===== src/rtl/ddr_seq_pkg.sv =====
package ddr_seq_pkg;
  // {cs_n, ras_n, cas_n, we_n}
  typedef enum logic [3:0] {
    CMD_NOP = 4'b0111,
    CMD_ACT = 4'b0011,
    CMD_RD  = 4'b0101,
    CMD_WR  = 4'b0100,
    CMD_PRE = 4'b0010,
    CMD_REF = 4'b0001
  } cmd_e;

  typedef enum logic {ST_IDLE, ST_ACC} seq_st_e;
endpackage


===== src/rtl/ddr_bank_table.sv =====
module ddr_bank_table #(
  parameter int BANK_W = 2,
  parameter int ROW_W  = 13,
  localparam int NB    = 1 << BANK_W
) (
  input  logic                       clk_i,
  input  logic                       rst_ni,
  input  logic                       open_i,
  input  logic                       close_i,
  input  logic                       close_all_i,
  input  logic [BANK_W-1:0]          sel_i,
  input  logic [ROW_W-1:0]           row_i,
  output logic [NB-1:0]              open_o,
  output logic [NB-1:0][ROW_W-1:0]   rows_o
);
  for (genvar b = 0; b < NB; b++) begin : g_bank
    logic hit_sel;
    assign hit_sel = (sel_i == BANK_W'(b));
    always_ff @(posedge clk_i or negedge rst_ni) begin
      if (!rst_ni) begin
        open_o[b] <= 1'b0;
        rows_o[b] <= '0;
      end else if (close_all_i || (close_i && hit_sel)) begin
        open_o[b] <= 1'b0;
      end else if (open_i && hit_sel) begin
        open_o[b] <= 1'b1;
        rows_o[b] <= row_i;
      end
    end
  end
endmodule


===== src/rtl/ddr_ref_timer.sv =====
module ddr_ref_timer #(
  parameter int REF_INT = 1562,
  localparam int CW     = $clog2(REF_INT)
) (
  input  logic clk_i,
  input  logic rst_ni,
  input  logic ack_i,
  output logic due_o
);
  logic [CW-1:0] cnt_q;

  always_ff @(posedge clk_i or negedge rst_ni) begin
    if (!rst_ni) begin
      cnt_q <= CW'(REF_INT - 1);
      due_o <= 1'b0;
    end else begin
      if (cnt_q == '0) cnt_q <= CW'(REF_INT - 1);
      else             cnt_q <= cnt_q - 1'b1;
      if (cnt_q == '0)  due_o <= 1'b1;
      else if (ack_i)   due_o <= 1'b0;
    end
  end

  AST_DUE_HELD: assert property (@(posedge clk_i) disable iff (!rst_ni)
    (due_o && !ack_i) |=> due_o);
endmodule


===== src/rtl/ddr_wait_cnt.sv =====
module ddr_wait_cnt #(
  parameter int W = 5
) (
  input  logic         clk_i,
  input  logic         rst_ni,
  input  logic         load_i,
  input  logic [W-1:0] val_i,
  output logic         zero_o
);
  logic [W-1:0] cnt_q;

  always_ff @(posedge clk_i or negedge rst_ni) begin
    if (!rst_ni)             cnt_q <= '0;
    else if (load_i)         cnt_q <= val_i;
    else if (cnt_q != '0)    cnt_q <= cnt_q - 1'b1;
  end

  assign zero_o = (cnt_q == '0);
endmodule


===== src/rtl/ddr_cmd_seq.sv =====
module ddr_cmd_seq
  import ddr_seq_pkg::*;
#(
  parameter int BANK_W    = 2,
  parameter int ROW_W     = 13,
  parameter int COL_W     = 10,
  parameter int BURST_LEN = 4,
  parameter int CLK_MHZ   = 200,
  parameter int T_RCD     = 3,
  parameter int T_RP      = 3,
  parameter int T_RFC     = 14,
  localparam int ADDR_W   = BANK_W + ROW_W + COL_W
) (
  input  logic              clk_i,
  input  logic              rst_ni,
  input  logic              req_valid_i,
  input  logic              req_write_i,
  input  logic              req_ap_i,
  input  logic [ADDR_W-1:0] req_addr_i,
  output logic              req_ready_o,
  output logic [3:0]        cmd_o,
  output logic [BANK_W-1:0] ba_o,
  output logic [ROW_W-1:0]  addr_o
);
  localparam int NB        = 1 << BANK_W;
  localparam int AP_BIT    = 10;
  localparam int REF_INT   = (CLK_MHZ * 781 + 50) / 100;
  localparam int BURST_CYC = BURST_LEN / 2;
  localparam int MAX_WAIT  = T_RFC + T_RP + BURST_CYC;
  localparam int WAIT_W    = $clog2(MAX_WAIT + 1);

  initial begin
    AST_BL_LEGAL: assert (BURST_LEN == 2 || BURST_LEN == 4 || BURST_LEN == 8)
      else $error("burst length");
    AST_COL_FITS: assert (COL_W <= AP_BIT && ROW_W > AP_BIT)
      else $error("column width");
  end

  seq_st_e st_q, st_d;
  logic              q_write, q_ap;
  logic [BANK_W-1:0] q_bank;
  logic [ROW_W-1:0]  q_row;
  logic [COL_W-1:0]  q_col;

  logic [NB-1:0]            bank_open;
  logic [NB-1:0][ROW_W-1:0] bank_row;
  logic ref_due, ref_ack, wait_zero, wait_ld;
  logic [WAIT_W-1:0] wait_val;
  logic set_open, set_close, set_close_all, accept;
  cmd_e              cmd_d;
  logic [BANK_W-1:0] ba_d;
  logic [ROW_W-1:0]  addr_d;
  logic              row_hit;

  ddr_bank_table #(.BANK_W(BANK_W), .ROW_W(ROW_W)) u_banks (
    .clk_i, .rst_ni,
    .open_i(set_open), .close_i(set_close), .close_all_i(set_close_all),
    .sel_i(q_bank), .row_i(q_row),
    .open_o(bank_open), .rows_o(bank_row)
  );

  ddr_ref_timer #(.REF_INT(REF_INT)) u_ref (
    .clk_i, .rst_ni, .ack_i(ref_ack), .due_o(ref_due)
  );

  ddr_wait_cnt #(.W(WAIT_W)) u_wait (
    .clk_i, .rst_ni, .load_i(wait_ld), .val_i(wait_val), .zero_o(wait_zero)
  );

  assign req_ready_o = (st_q == ST_IDLE) && wait_zero && !ref_due;
  assign accept      = req_valid_i && req_ready_o;
  assign row_hit     = bank_open[q_bank] && (bank_row[q_bank] == q_row);

  always_comb begin
    st_d          = st_q;
    cmd_d         = CMD_NOP;
    ba_d          = '0;
    addr_d        = '0;
    wait_ld       = 1'b0;
    wait_val      = '0;
    set_open      = 1'b0;
    set_close     = 1'b0;
    set_close_all = 1'b0;
    ref_ack       = 1'b0;
    if (wait_zero) begin
      unique case (st_q)
        ST_IDLE: begin
          if (ref_due) begin
            wait_ld = 1'b1;
            if (|bank_open) begin
              cmd_d          = CMD_PRE;
              addr_d[AP_BIT] = 1'b1;
              set_close_all  = 1'b1;
              wait_val       = WAIT_W'(T_RP - 1);
            end else begin
              cmd_d    = CMD_REF;
              ref_ack  = 1'b1;
              wait_val = WAIT_W'(T_RFC - 1);
            end
          end else if (accept) begin
            st_d = ST_ACC;
          end
        end
        ST_ACC: begin
          ba_d    = q_bank;
          wait_ld = 1'b1;
          if (row_hit) begin
            cmd_d          = q_write ? CMD_WR : CMD_RD;
            addr_d         = ROW_W'(q_col);
            addr_d[AP_BIT] = q_ap;
            set_close      = q_ap;
            wait_val       = q_ap ? WAIT_W'(BURST_CYC + T_RP - 1) : WAIT_W'(BURST_CYC - 1);
            st_d           = ST_IDLE;
          end else if (bank_open[q_bank]) begin
            cmd_d     = CMD_PRE;
            set_close = 1'b1;
            wait_val  = WAIT_W'(T_RP - 1);
          end else begin
            cmd_d    = CMD_ACT;
            addr_d   = q_row;
            set_open = 1'b1;
            wait_val = WAIT_W'(T_RCD - 1);
          end
        end
        default: st_d = ST_IDLE;
      endcase
    end
  end

  always_ff @(posedge clk_i or negedge rst_ni) begin
    if (!rst_ni) begin
      st_q    <= ST_IDLE;
      cmd_o   <= CMD_NOP;
      ba_o    <= '0;
      addr_o  <= '0;
      q_write <= 1'b0;
      q_ap    <= 1'b0;
      q_bank  <= '0;
      q_row   <= '0;
      q_col   <= '0;
    end else begin
      st_q   <= st_d;
      cmd_o  <= cmd_d;
      ba_o   <= ba_d;
      addr_o <= addr_d;
      if (accept) begin
        q_write <= req_write_i;
        q_ap    <= req_ap_i;
        {q_bank, q_row, q_col} <= req_addr_i;
      end
    end
  end

  AST_NOP_WHILE_WAIT: assert property (@(posedge clk_i) disable iff (!rst_ni)
    (cmd_o != CMD_NOP) |-> $past(wait_zero));
  AST_ACT_OPENS_ROW: assert property (@(posedge clk_i) disable iff (!rst_ni)
    (cmd_o == CMD_ACT) |-> (bank_open[ba_o] && bank_row[ba_o] == addr_o));
  AST_REF_ALL_CLOSED: assert property (@(posedge clk_i) disable iff (!rst_ni)
    (cmd_o == CMD_REF) |-> (bank_open == '0));
  AST_ONE_ACCEPT: assert property (@(posedge clk_i) disable iff (!rst_ni)
    (req_valid_i && req_ready_o) |=> !req_ready_o);
endmodule


===== config.mk =====
export PLATFORM = sky130hd
export DESIGN_NAME = ddr_cmd_seq
export DESIGN_NICKNAME = d
export VERILOG_FILES = /design/src/rtl/ddr_seq_pkg.sv /design/src/rtl/ddr_bank_table.sv /design/src/rtl/ddr_ref_timer.sv /design/src/rtl/ddr_wait_cnt.sv /design/src/rtl/ddr_cmd_seq.sv
export SDC_FILE = /design/constraint.sdc
export NUM_CORES = 1
export LEC_CHECK = 0
export CORE_MARGIN = 10
export CORE_UTILIZATION = 62
export CTS_CLUSTER_DIAMETER = 120
export DETAILED_ROUTE_END_ITERATION = 7
export PLACE_DENSITY = 0.85
export SETUP_SLACK_MARGIN = 0.4
export SYNTH_ARGS = -nofsm -noshare
export SYNTH_HDL_FRONTEND = slang
export SYNTH_HIERARCHICAL = 1
export SYNTH_SLANG_ARGS = --single-unit

===== constraint.sdc =====
create_clock -name clk_i -period 5.6 [get_ports clk_i]
set_input_delay 1.12 -clock clk_i [delete_from_list [all_inputs] [get_ports clk_i]]
set_output_delay 1.12 -clock clk_i [all_outputs]
set_load 0.03 [all_outputs]

==> results.py <==
metrics = {
    "clock_network": {
        "cts_buffer_depth": 2,
        "clock_insertion_delay_worst_skew_ns": 0.52,
        "cts.sink_count": 119,
        "tritoncts": "done",
        "cts_hold_buf": 0,
        "clk_pin_slew_ns": 0.06,
        "clock_root_buffer": "clkbuf_8",
        "cts_setup_buffers": 0,
        "tritoncts.num_buffers": 17,
        "h_tree_depth": 4,
        "cts_resized": 0,
    },
    "routing": {
        "wl_per_cell_um": 19.3,
        "initialDrtViolationCount": 254,
        "route.detailed.drc": 0,
        "routed-via-count": 3507,
        "antenna_left": 0,
        "routed-wl-met2_um": 6040,
        "avgViaCountPerCell": 6.05,
        "drt_pre_antenna_iters": 4,
        "maxUsedRoutingLayer": "met4",
        "met1_length_um": 4430,
        "postRouteWirelength_um": 11200,
        "met3RoutedLength_um": 538,
    },
    "sta": {
        "setup_viol_count_final": 0,
        "finalClockSkew_ns": 0.0119,
        "worstMarginPinSlew_ns": 0.892,
        "post_route_fraction_of_the_period_consumed_by_the_critical_path_pct": 77.6,
        "hold_viol_final": 0,
        "rsz0062_at_grt": "no",
        "slew-limit-headroom_pct": 40.6,
        "setup-tns-final_ns": 0,
        "fmaxAchievable_mhz": 230,
        "layout_min_cycle_time_ns": 4.35,
        "timing.final.max_slew_violations": 0,
    },
    "grt": {
        "via_count_of_the_first_global_routing_pass": 3746,
        "grt_util_all_layers_pct": 18.1,
        "antenna_found_initial": 0,
        "grt_start_max_net_pins": 71,
        "grt_first_pass_wirelength_um": 18800,
        "grt_overflow": 0,
    },
    "power_and_ir_drop": {
        "clockPowerShare_pct": 38.5,
        "cellInternalPower_mw": 1.81,
        "power_mw": 2.55,
        "reported_net_switching_power_mw": 0.735,
        "power_per_cell_area_nw_per_um2": 388,
        "power_switching_share_pct": 28.9,
        "combinationalPowerShare_pct": 20.2,
        "total_leakage_power_nw": 2.86,
        "power.ir.vdd_worst_uv": 289,
        "power_frac_seq_pct": 41.3,
    },
    "floorplanning": {
        "die_span_in_x_um": 114,
        "rows": 34,
        "initial_core_util_pct": 63.6,
        "fp.coreArea_um2": 8680,
        "ioPinCount": 50,
        "die_area_um2": 13100,
        "die_height_um": 114,
    },
    "worst_hold_path": {
        "min-delay-path-class": "register to register",
        "min_from": "u_ref/cnt_q[0]",
        "worstHoldPathCells": 1,
        "hold_end": "u_ref/cnt_q[0]",
    },
    "setup_path": {
        "crit_type": "register to register",
        "worst_ep_arrival_time_ns": 4.75,
        "startpoint_type": "register",
        "ff2ff_path_depth": 9,
        "worst_setup_path_end_kind": "register",
        "r2r-end": "u_banks/rows_o[47]",
        "reg2reg_from": "q_bank[0]",
        "regToRegSetupSlack_ns": 1.25,
        "critical_path.max_fanout": 16,
        "worst_ep_required_time_ns": 6.00,
    },
    "yosys": {
        "yosys_warnings": 6,
        "synthesis.area_per_instance_um2": 13.4,
        "synth-async-reset-ratio_pct": 100,
        "netlist_area_before_placement_um2": 5520,
        "synth-main-ff-cell": "dfrtp_1",
        "library_cells_used_by_synthesis": 55,
        "synth_seq_area_share_pct": 54.1,
        "synth-edff-count": 0,
        "ff_latch_count_synth": 119,
        "post_synth_inst_count": 412,
    },
    "layout": {
        "final_area_um2": 6570,
        "syn_to_final_growth_pct": 18.9,
        "finalNetCount": 494,
        "layout.cells.most_common_list": "dfrtp_1 (111), mux2_2 (72), clkdlybuf4s50_1 (47), nand2_1 (24), clkbuf_16 (16)",
        "layout_commonest_cell": "dfrtp_1",
        "post_route_cells_drive_above_1_share_pct": 31.8,
        "n_antenna_cell": 0,
        "postLayoutCoreUtil_pct": 75.7,
        "fin_cells": 580,
    },
    "placement": {
        "placedInstanceArea_um2": 6020,
        "dpl.hpwl_um": 7390,
        "post-place-cells": 550,
        "routabilityCongestion": 0.816,
        "placement.io_buffers": 48,
    },
    "outcome": {
        "run_status": "complete, no violations",
    },
    "job": {
        "max-cap-violations": 0,
    },
}
==> power by group through the flow <==
stage | registers (mW) | logic [mW] | clock network [mW]
3_5_place_dp | 1.06 | 0.507 | 0
6_report | 1.05 | 0.514 | 0.980
2_1_floorplan | 1.05 | 0.380 | 0
4_1_cts | 1.05 | 0.517 | 0.992
5_1_grt | 1.07 | 0.561 | 1.03
3_3_place_gp | 1.06 | 0.491 | 0
==> sequential cells by signal, summed over array words and instances (netlist names), 2 cells and up <==
| name | flops |
|---|---|
| addr_o | 13 |
| ba_o | 2 |
| cmd_o | 3 |
| q_bank | 2 |
| q_col | 10 |
| q_row | 13 |
| u_banks/open_o | 4 |
| u_banks/rows_o | 52 |
| u_ref/cnt_q | 11 |
| u_wait/cnt_q | 5 |
==> cells by family after synthesis <==
| logic type | Yosys count | share of synthesized area (%) |
|---|---|---|
| other | 1 | 0.0679 |
| flip-flops | 119 | 54.1 |
| AO/OA/AOI/OAI | 49 | 5.96 |
| multiplexers | 98 | 23.1 |
| AND/OR/NAND/NOR | 89 | 9.54 |
| XOR/XNOR | 21 | 3.33 |
| buffers and inverters | 32 | 3.24 |
| adder cells (fa/ha/maj) | 3 | 0.680 |
==> cell type report <==
type | count | area (um^2)
clock buffer | 19 | 442
clock inverter | 11 | 101
fill | 529 | 2110
inverter | 9 | 33.8
multi-input combinational | 262 | 2360
sequential | 119 | 2990
tap | 108 | 135
timing repair buffer | 52 | 508
==> worst max-delay path: stages (launching register included) <==
cell and delay (ns):
dfrtp_1 0.92, mux4_2 0.61, xor2_1 0.16, nor4_2 0.34, nand4_2 0.20, or3_1 0.61, o21a_1 0.33, nor2_4 0.16
nand4_2 0.43, mux2_2 0.45
==> layer usage <==
metal | up-vias | global-route usage, %
met1 | 1796 | 20.4
met4 | 0 | 6.10
met5 | - | 0
met2 | 93 | 31.7
li1 | 1598 | -
met3 | 20 | 5.45
==> worst max-delay path by stage <==
stage | startpoint | end | slack [ns] | depth (start not counted)
global route | q_bank[0] | u_banks/rows_o[51] | 1.00 | 9
finish | q_bank[0] | u_banks/rows_o[47] | 1.25 | 9
detailed placement | q_bank[0] | u_banks/rows_o[50] | 1.31 | 9
global placement | q_bank[0] | u_banks/rows_o[46] | 1.34 | 9
floorplan | q_bank[0] | u_banks/rows_o[26] | 2.35 | 12
CTS | q_bank[0] | u_banks/rows_o[40] | 1.21 | 9
==> cell usage after synthesis, types with 3 or more instances <==
master | instances | area share (%)
nand2_1 | 24 | 1.6
o31ai_1 | 5 | 0.68
nor4_1 | 4 | 0.45
or4_1 | 5 | 0.68
dfstp_2 | 8 | 3.8
dfrtp_1 | 111 | 50
and2_1 | 4 | 0.45
mux2i_1 | 4 | 0.72
nor3_1 | 7 | 0.63
buf_6 | 4 | 0.82
o21ai_0 | 5 | 0.45
buf_2 | 3 | 0.27
nor2b_1 | 3 | 0.34
nand3_1 | 12 | 1.1
xnor2_1 | 15 | 2.4
o22ai_1 | 10 | 1.1
nand2b_1 | 5 | 0.57
a21oi_1 | 7 | 0.63
nor2_1 | 7 | 0.48
clkbuf_1 | 10 | 0.68
mux2_2 | 72 | 15
mux4_2 | 11 | 4.5
o21ai_1 | 3 | 0.27
inv_1 | 9 | 0.61
xor2_1 | 6 | 0.95
a31oi_1 | 8 | 0.91
mux2_4 | 10 | 2.7
nor3b_1 | 3 | 0.41
ha_1 | 3 | 0.68
==> per-stage QoR <==
step,setup slack (ns),hold WS [ns]
global placement,1.34,0.439
floorplan,2.35,0.432
CTS,1.21,0.464
detailed placement,1.31,0.447
finish,1.25,0.465
global route,1.00,0.471
Note: power is estimated with default switching activity, not from simulation.
